File: src/rtl/aa_pkg.sv
package aa_pkg;
    localparam int VEC_W   = 128;
    localparam int INSN_W  = 32;
    localparam int REG_W   = 5;
    localparam int NUM_SZ  = 4;
    localparam int KEY_W   = 15;
    localparam logic [KEY_W-1:0] GROUP_KEY = 15'b011100000101110;

    typedef enum logic [1:0] {
        SZ_BYTE  = 2'b00,
        SZ_HALF  = 2'b01,
        SZ_WORD  = 2'b10,
        SZ_DWORD = 2'b11
    } lane_sz_e;

    typedef enum logic {
        OUT_IDLE  = 1'b0,
        OUT_ISSUE = 1'b1
    } out_state_e;

    typedef struct packed {
        logic             hit;
        lane_sz_e         size;
        logic [REG_W-1:0] dst;
    } insn_dec_t;
endpackage

File: src/rtl/aa_decode.sv
module aa_decode
    import aa_pkg::*;
(
    input  logic [INSN_W-1:0] instr,
    output insn_dec_t         dec
);
    logic unused_src_fields;

    assign unused_src_fields = ^instr[14:5];

    always_comb begin
        dec.hit  = (instr[31:17] == GROUP_KEY);
        dec.size = lane_sz_e'(instr[16:15]);
        dec.dst  = instr[4:0];
    end
endmodule

File: src/rtl/aa_lane.sv
module aa_lane #(
    parameter int W = 8
) (
    input  logic [W-1:0] a,
    input  logic [W-1:0] b,
    output logic [W-1:0] y
);
    logic [W-1:0] mag_a;
    logic [W-1:0] mag_b;

    always_comb begin
        mag_a = a[W-1] ? (~a + {{(W-1){1'b0}}, 1'b1}) : a;
        mag_b = b[W-1] ? (~b + {{(W-1){1'b0}}, 1'b1}) : b;
        y     = mag_a + mag_b;
    end
endmodule

File: src/rtl/aa_slice.sv
module aa_slice #(
    parameter int VW = 128,
    parameter int W  = 8
) (
    input  logic [VW-1:0] a,
    input  logic [VW-1:0] b,
    output logic [VW-1:0] y
);
    localparam int LANES = VW / W;

    for (genvar i = 0; i < LANES; i++) begin : g_lane
        aa_lane #(.W(W)) u_lane (
            .a (a[i*W +: W]),
            .b (b[i*W +: W]),
            .y (y[i*W +: W])
        );
    end
endmodule

File: src/rtl/simd_absadd.sv
module simd_absadd
    import aa_pkg::*;
(
    input  logic              clk,
    input  logic              rst,
    input  logic              in_valid,
    input  logic [31:0]       instr,
    input  logic [127:0]      src_a,
    input  logic [127:0]      src_b,
    output logic              out_valid,
    output logic [4:0]        out_dst,
    output logic [127:0]      out_result
);
    insn_dec_t                    dec;
    logic [NUM_SZ-1:0][VEC_W-1:0] cand;
    logic [VEC_W-1:0]             picked;
    logic                         fire;
    out_state_e                   state_q;
    out_state_e                   state_d;

    aa_decode u_dec (
        .instr (instr),
        .dec   (dec)
    );

    for (genvar k = 0; k < NUM_SZ; k++) begin : g_width
        aa_slice #(.VW(VEC_W), .W(8 << k)) u_slice (
            .a (src_a),
            .b (src_b),
            .y (cand[k])
        );
    end

    always_comb begin
        unique case (dec.size)
            SZ_BYTE:  picked = cand[0];
            SZ_HALF:  picked = cand[1];
            SZ_WORD:  picked = cand[2];
            SZ_DWORD: picked = cand[3];
            default:  picked = cand[0];
        endcase
    end

    assign fire = in_valid && dec.hit;

    always_comb begin
        unique case (state_q)
            OUT_IDLE:  state_d = fire ? OUT_ISSUE : OUT_IDLE;
            OUT_ISSUE: state_d = fire ? OUT_ISSUE : OUT_IDLE;
            default:   state_d = OUT_IDLE;
        endcase
    end

    always_ff @(posedge clk) begin
        if (rst) state_q <= OUT_IDLE;
        else     state_q <= state_d;
    end

    always_ff @(posedge clk) begin
        if (rst) begin
            out_result <= '0;
            out_dst    <= '0;
        end else if (fire) begin
            out_result <= picked;
            out_dst    <= dec.dst;
        end
    end

    assign out_valid = (state_q == OUT_ISSUE);
endmodule

File: config.mk
export PLATFORM = sky130hd
export DESIGN_NAME = simd_absadd
export DESIGN_NICKNAME = d
export VERILOG_FILES = /design/src/rtl/aa_pkg.sv /design/src/rtl/aa_decode.sv /design/src/rtl/aa_lane.sv /design/src/rtl/aa_slice.sv /design/src/rtl/simd_absadd.sv
export SDC_FILE = /design/constraint.sdc
export NUM_CORES = 2
export LEC_CHECK = 0
export BUFFER_PORTS_ARGS = -buffer_cell sky130_fd_sc_hd__buf_2
export CORE_MARGIN = 2
export CORE_UTILIZATION = 50
export CTS_BUF_LIST = sky130_fd_sc_hd__clkbuf_4 sky130_fd_sc_hd__clkbuf_8 sky130_fd_sc_hd__clkbuf_16
export CTS_CLUSTER_DIAMETER = 200
export DETAILED_ROUTE_END_ITERATION = 10
export GPL_TIMING_DRIVEN = 0
export PLACE_DENSITY = 0.69
export SETUP_SLACK_MARGIN = 0.05
export SLEW_MARGIN = 20
export SYNTH_ARGS = -nofsm -noshare
export SYNTH_HDL_FRONTEND = slang
export SYNTH_SLANG_ARGS = --single-unit
File: constraint.sdc
create_clock -name clk -period 20.8 [get_ports clk]
set_clock_uncertainty 0.1 [all_clocks]
set_input_delay 4.16 -clock clk [delete_from_list [all_inputs] [get_ports clk]]
set_output_delay 4.16 -clock clk [all_outputs]
set_load 0.005 [all_outputs]
==> Word-level counts from Yosys, hierarchy flattened <==
Index checks and enable logic that the tools add are counted.
{ "op_classes": {"addsub": 90, "eq_ne": 4, "n_mux": 62, "bitwise_logic": 60, "reduce_logical": 2} }
{ "op_table": {"columns": ["op", "n"], "rows": [
  ["$pmux 128 s4", 1],
  ["$add 16x1->16 const B", 16],
  ["$add 32x1->32 const B", 8],
  ["$add 64x1->64 const B", 4],
  ["$add 8x1->8 const B", 32],
  ["$mux 16", 16],
  ["$mux 32", 8],
  ["$mux 64", 4],
  ["$mux 8", 32],
  ["$not 16->16", 16],
  ["$not 32->32", 8],
  ["$not 64->64", 4],
  ["$not 8->8", 32],
  ["$add 16x16->16", 8],
  ["$add 32x32->32", 4],
  ["$add 64x64->64", 2],
  ["$add 8x8->8", 16],
  ["$eq 15x14->1 const B", 1],
  ["$eq 2x2->1 const B", 2],
  ["$eq 2x1->1 const B", 1],
  ["$logic_not 2->1", 1],
  ["$logic_and 1x1->1", 1],
  ["$mux 1", 1]
]} }
{ "totals": {"regBits": 134, "input_bits": 291, "word_cells": 221} }

==> Depth between registers and ports, before layout <==
{ "logic_depth": {"word_depth": 5, "ltp_mapped": 26} }

==> Modules after synthesis <==
From an unflattened synthesis, not the netlist that was laid out.
{ "hier_totals": {"cells_unflattened": 6959, "area_unflattened_um2": 51505.6} }
{ "modules_own_cells": {"columns": ["mod", "n_inst", "cells_per_inst", "area_each_um2", "seq_area_each_um2"], "rows": [
  ["aa_lane (g_width[2].u_slice.g_lane[0].u_lane ...)", 4, 397, 2835.2, 0.0],
  ["aa_lane (g_width[1].u_slice.g_lane[0].u_lane ...)", 7, 178, 1277.5, 0.0],
  ["aa_lane (g_width[0].u_slice.g_lane[0].u_lane ...)", 16, 78, 558.0, 0.0],
  ["simd_absadd", 1, 740, 7663.6, 2682.6],
  ["aa_lane (g_width[3].u_slice.g_lane[1].u_lane)", 1, 983, 6668.9, 0.0],
  ["aa_lane (g_width[3].u_slice.g_lane[0].u_lane)", 1, 966, 6523.8, 0.0],
  ["aa_lane (g_width[1].u_slice.g_lane[7].u_lane)", 1, 176, 1332.5, 0.0],
  ["aa_decode", 1, 12, 105.1, 0.0]
]} }

==> Worst setup path after synthesis <==
No wires, ideal clock.
{ "synth_timing": {"path_type": "in2reg", "from": "input port src_b[73]", "to": "register out_result[126]", "setup_time_ps": 136, "arrival_time_ps": 9608, "setup_slack_ps": 10956, "stages": 23, "n_path_buf": 2, "path_cell_list": "clkbuf_1 > inv_1 > ha_1 > or3b_1 > or3_1 > or4_1 > or3_1 > clkbuf_1 > or2_1 > o41ai_4 > nand2_1 > xor2_1 > ha_1 > a21o_1 > or2_2 > a2111oi_0 > o31ai_1 > a31oi_1 > o41ai_1 > a41oi_1 > mux2i_1 > a2111oi_0 > a211oi_1"} }
{ "synth_between": {"elab_chain_len": 5} }
{ "synth_rtl": {"columns": ["element", "line", "rtl"], "rows": [
  ["start: declaration", "simd_absadd.sv:9", "input logic [127:0] src_b,"],
  ["$not 64->64", "aa_lane.sv:13", "mag_b = b[W-1] ? (~b + {{(W-1){1'b0}}, 1'b1}) : b;"],
  ["$add 64x1->64", "aa_lane.sv:13", null],
  ["$mux 64 *", "aa_lane.sv:13", null],
  ["$add 64x64->64 *", "aa_lane.sv:14", "y = mag_a + mag_b;"],
  ["$pmux 128 s4 *", "simd_absadd.sv:35", "unique case (dec.size)"],
  ["end signal: assignment", "simd_absadd.sv:64", "out_result <= picked;"],
  ["end: declaration", "simd_absadd.sv:12", "output logic [127:0] out_result"]
]} }
Every way passes the cells marked *; elsewhere a longest branch is shown, timed or not.
A chain may end at the register's enable or synchronous reset.

==> Final worst setup path <==
{ "layout_timing": {"from": "input port src_b[73]", "to": "register out_result[125]"} }
The elaborated chain is that of the path after synthesis.

==> results.md <==
- Vias: 57874
- Seq/Total Area, Yosys: 0.0572
- Initial Util: 0.503
- DRT iter0 DRCs: 8621
- Clock Latency Late Sink: 530 ps
- Arr. time, crit path: 12240 ps
- Cell Pwr Density: 57.5 nW/um^2
- Hold Path Depth: 2
- Clk sinks: 134
- Post-CTS sizing: 0
- Met3 wire length: 37600 um
- CP Class: in -> reg
- EDFF count, synth: 0
- Slew @ Worst Pin: 1410 ps
- First-pass GRT wire length: 365000 um
- Pins over their slew limit: 0
- Metal2 WL: 105000 um
- Hold wc startpoint: out_result[2]
- Unique masters post-synth: 97
- GRT Overall Usage: 0.525
- CTS root buf: clkbuf_16
- DRT met1 WL: 94700 um
- Mapped Area: 46900 sq um
- Filler instances: 9607
- Synth Instances: 6898
- Initial antenna violation count: 30
- Postcts setup bufs: 0
- Mux contribution to synthesized area: 0.0149
- PnR worst setup slack: 8880 ps
- Final Hold Viols: 0
- Post-CTS Hold Buffers: 0
- Synth Area in Compound Gates: 0.264
- Worst R2R Setup Slack: 19250 ps
- Largest net degree at the start of global routing: 17
- Setup crit start kind: primary input
- DR WL/cell: 31.1 um
- R2R Path End: out_result[124]
- H-tree levels: 4
- CP required: 21120 ps
- Worst R2R Start: out_result[124]
- Final setup vio count: 0
- Final min period: 11920 ps
- Vias in the first global route: 52740
- Syn. warnings: 0
- DP Cell Count: 8398
- Clk buf depth: 2
- I/O pin count: 425
- Vias per cell: 6.85
- Dpl hpwl: 209000 um
- CP max FO: 10
- RSZ-0062 raised after global routing: no
- Layout Cells excl Fill: 8454
- Core area: 93200 sq um
- Hold Path Class: reg -> reg
- Layout Nets: 8012
- Async SR Flop Fraction: 0
- Relative slew margins: 0.0495
- Max-capacitance violation count: 0
- Max VDD drop: 0.0000774 V
- Combinational family with the most area after synthesis: compound AO/OA/AOI/OAI gates
- Final wirelength: 263000 um
- Adder-Cell Fraction of Synth Area: 0.154
- Total global routing overflow: 0
- Fmax: 0.0839 GHz
- WHS Endpoint: out_result[2]
- Rows: 112
- Post-synthesis xor/xnor area fraction: 0.227
- Post-synthesis simple-gate area fraction: 0.224
- Final ANT Viol Nets: 0
- Setup TNS: 0 ps
- Static Leak: 21.3 nW
- Clk pin slew, worst setup/hold paths: 80 ps
- Syn Nets: 7747
- Num CTS Buffers: 17
- Syn avg cell area: 6.80 sq um
- Die W: 310 um
- Die Height: 310 um
- Max layer used: met5
- Post-place setup slack: 8680 ps
- Worst Setup End Kind: flip-flop
- Synth Register Bits: 134
- Main synth FF type: dfxtp_1
- Final GP Congestion: 1.09
- DRC Markers: 0
- Area grow syn2layout: 7.74%
- DRT Pass-1 Iters: 10
- Period utilization: 0.573
- IO buf count: 239
- Worst Reg-to-Reg Cells: 4
- Layout cell share with drive strength beyond 1: 0.0665
- Die area: 96300 sq um
- Status: finished, final reports clean
- CTS tree: yes
worst max-delay path by stage:
stage / start / to / cells past startpoint
floorplan: src_b[73] / out_result[126] / 23
global placement: src_a[6] / out_result[63] / 21
detailed placement: src_b[73] / out_result[125] / 24
CTS: src_b[73] / out_result[125] / 24
global route: src_b[73] / out_result[125] / 24
finish: src_b[73] / out_result[125] / 24
registers in the layout (all words and copies together), names as in the netlist:
| name | count |
|---|---|
| out_dst | 5 |
| out_result | 128 |
| out_valid | 1 |
per-layer routing:
metal | vias to the layer above | global-route usage
met3 | 1303 | 0.166
met1 | 26986 | 0.636
met4 | 14 | 0.419
met2 | 4747 | 0.761
li1 | 24824 | -
met5 | - | 0
report_power, final:
part / switching (mW) / total (mW) / internal, mW
sequential: 0.00000940 / 0.256 / 0.256
combinational: 1.47 / 2.30 / 0.830
clock: 0.168 / 0.350 / 0.182
total: 1.64 / 2.91 / 1.27
Yosys cell counts, drive strengths merged (76+ instances only):
library cell / number / area, sq um
nand2: 981 / 3680
o21bai: 85 / 638
nor3: 128 / 652
nand2b: 128 / 801
inv: 239 / 897
a21oi: 557 / 2800
a211oi: 83 / 628
nand3: 124 / 621
dfxtp: 134 / 2680
xor2: 219 / 1920
a21o: 225 / 1690
nand4: 76 / 475
ha: 528 / 6610
clkbuf: 443 / 1660
or3: 121 / 772
o21ai: 526 / 2630
xnor2: 998 / 8740
nor2: 403 / 1510
placed cells by master (no fill, tap or decap), types with 52 or more instances in the layout:
master	count
nand3_1	124
nor2_1	399
clkbuf_1	386
a21oi_1	555
nand2_1	981
nand2b_1	128
o211ai_1	52
a21o_1	225
clkbuf_2	58
dfxtp_1	134
a211oi_1	81
o21bai_1	85
xnor2_1	998
nand4_1	76
ha_1	528
or3_1	118
nor3_1	127
o31ai_1	70
buf_2	258
o21ai_0	505
xor2_1	219
inv_1	238
cell type report:
type	instances	area [sq um]	share of cell area
antenna	24	60.1	0.00119
clock inverter	13	149	0.00295
clock buffer	19	447	0.00884
sequential	134	2680	0.0531
multi-input combinational	6028	41500	0.821
buffer	495	1970	0.0390
inverter	241	905	0.0179
tap	1254	1570	0.0310
timing repair buffer	246	1270	0.0252
cell families after synthesis:
group,after synthesis
xor+xnor,1217
compound gates,1967
buf+inv,736
flops,134
fa+ha+maj,558
mux,42
simple gates,2244
critical path: stages:
cell and delay [ps]:
clkbuf_1 190, inv_1 120, ha_1 260, or3b_1 390, or3_1 340, or4_1 530
or3_1 340, clkbuf_1 340, or2_1 400, o41ai_4 870, nand2_1 150, xor2_1 190
ha_1 300, clkbuf_1 230, a21oi_1 430, o21ai_0 300, a21oi_1 480, o21ai_0 160
a221oi_1 950, a21oi_1 140, a31o_2 260, a21oi_1 330, o21ai_0 160, o21a_1 190
metrics by stage:
stage	total power [mW]	hold slack (ps)	instance area, sq um	utilization
3_5_place_dp	2.43	344	49900	0.535
5_1_grt	3.02	387	50500	0.542
4_1_cts	2.78	353	50500	0.542
2_1_floorplan	1.79	348	46900	-
3_3_place_gp	2.41	338	49700	0.533
6_report	2.91	353	50500	0.542
(Power assumes the default switching activity.)
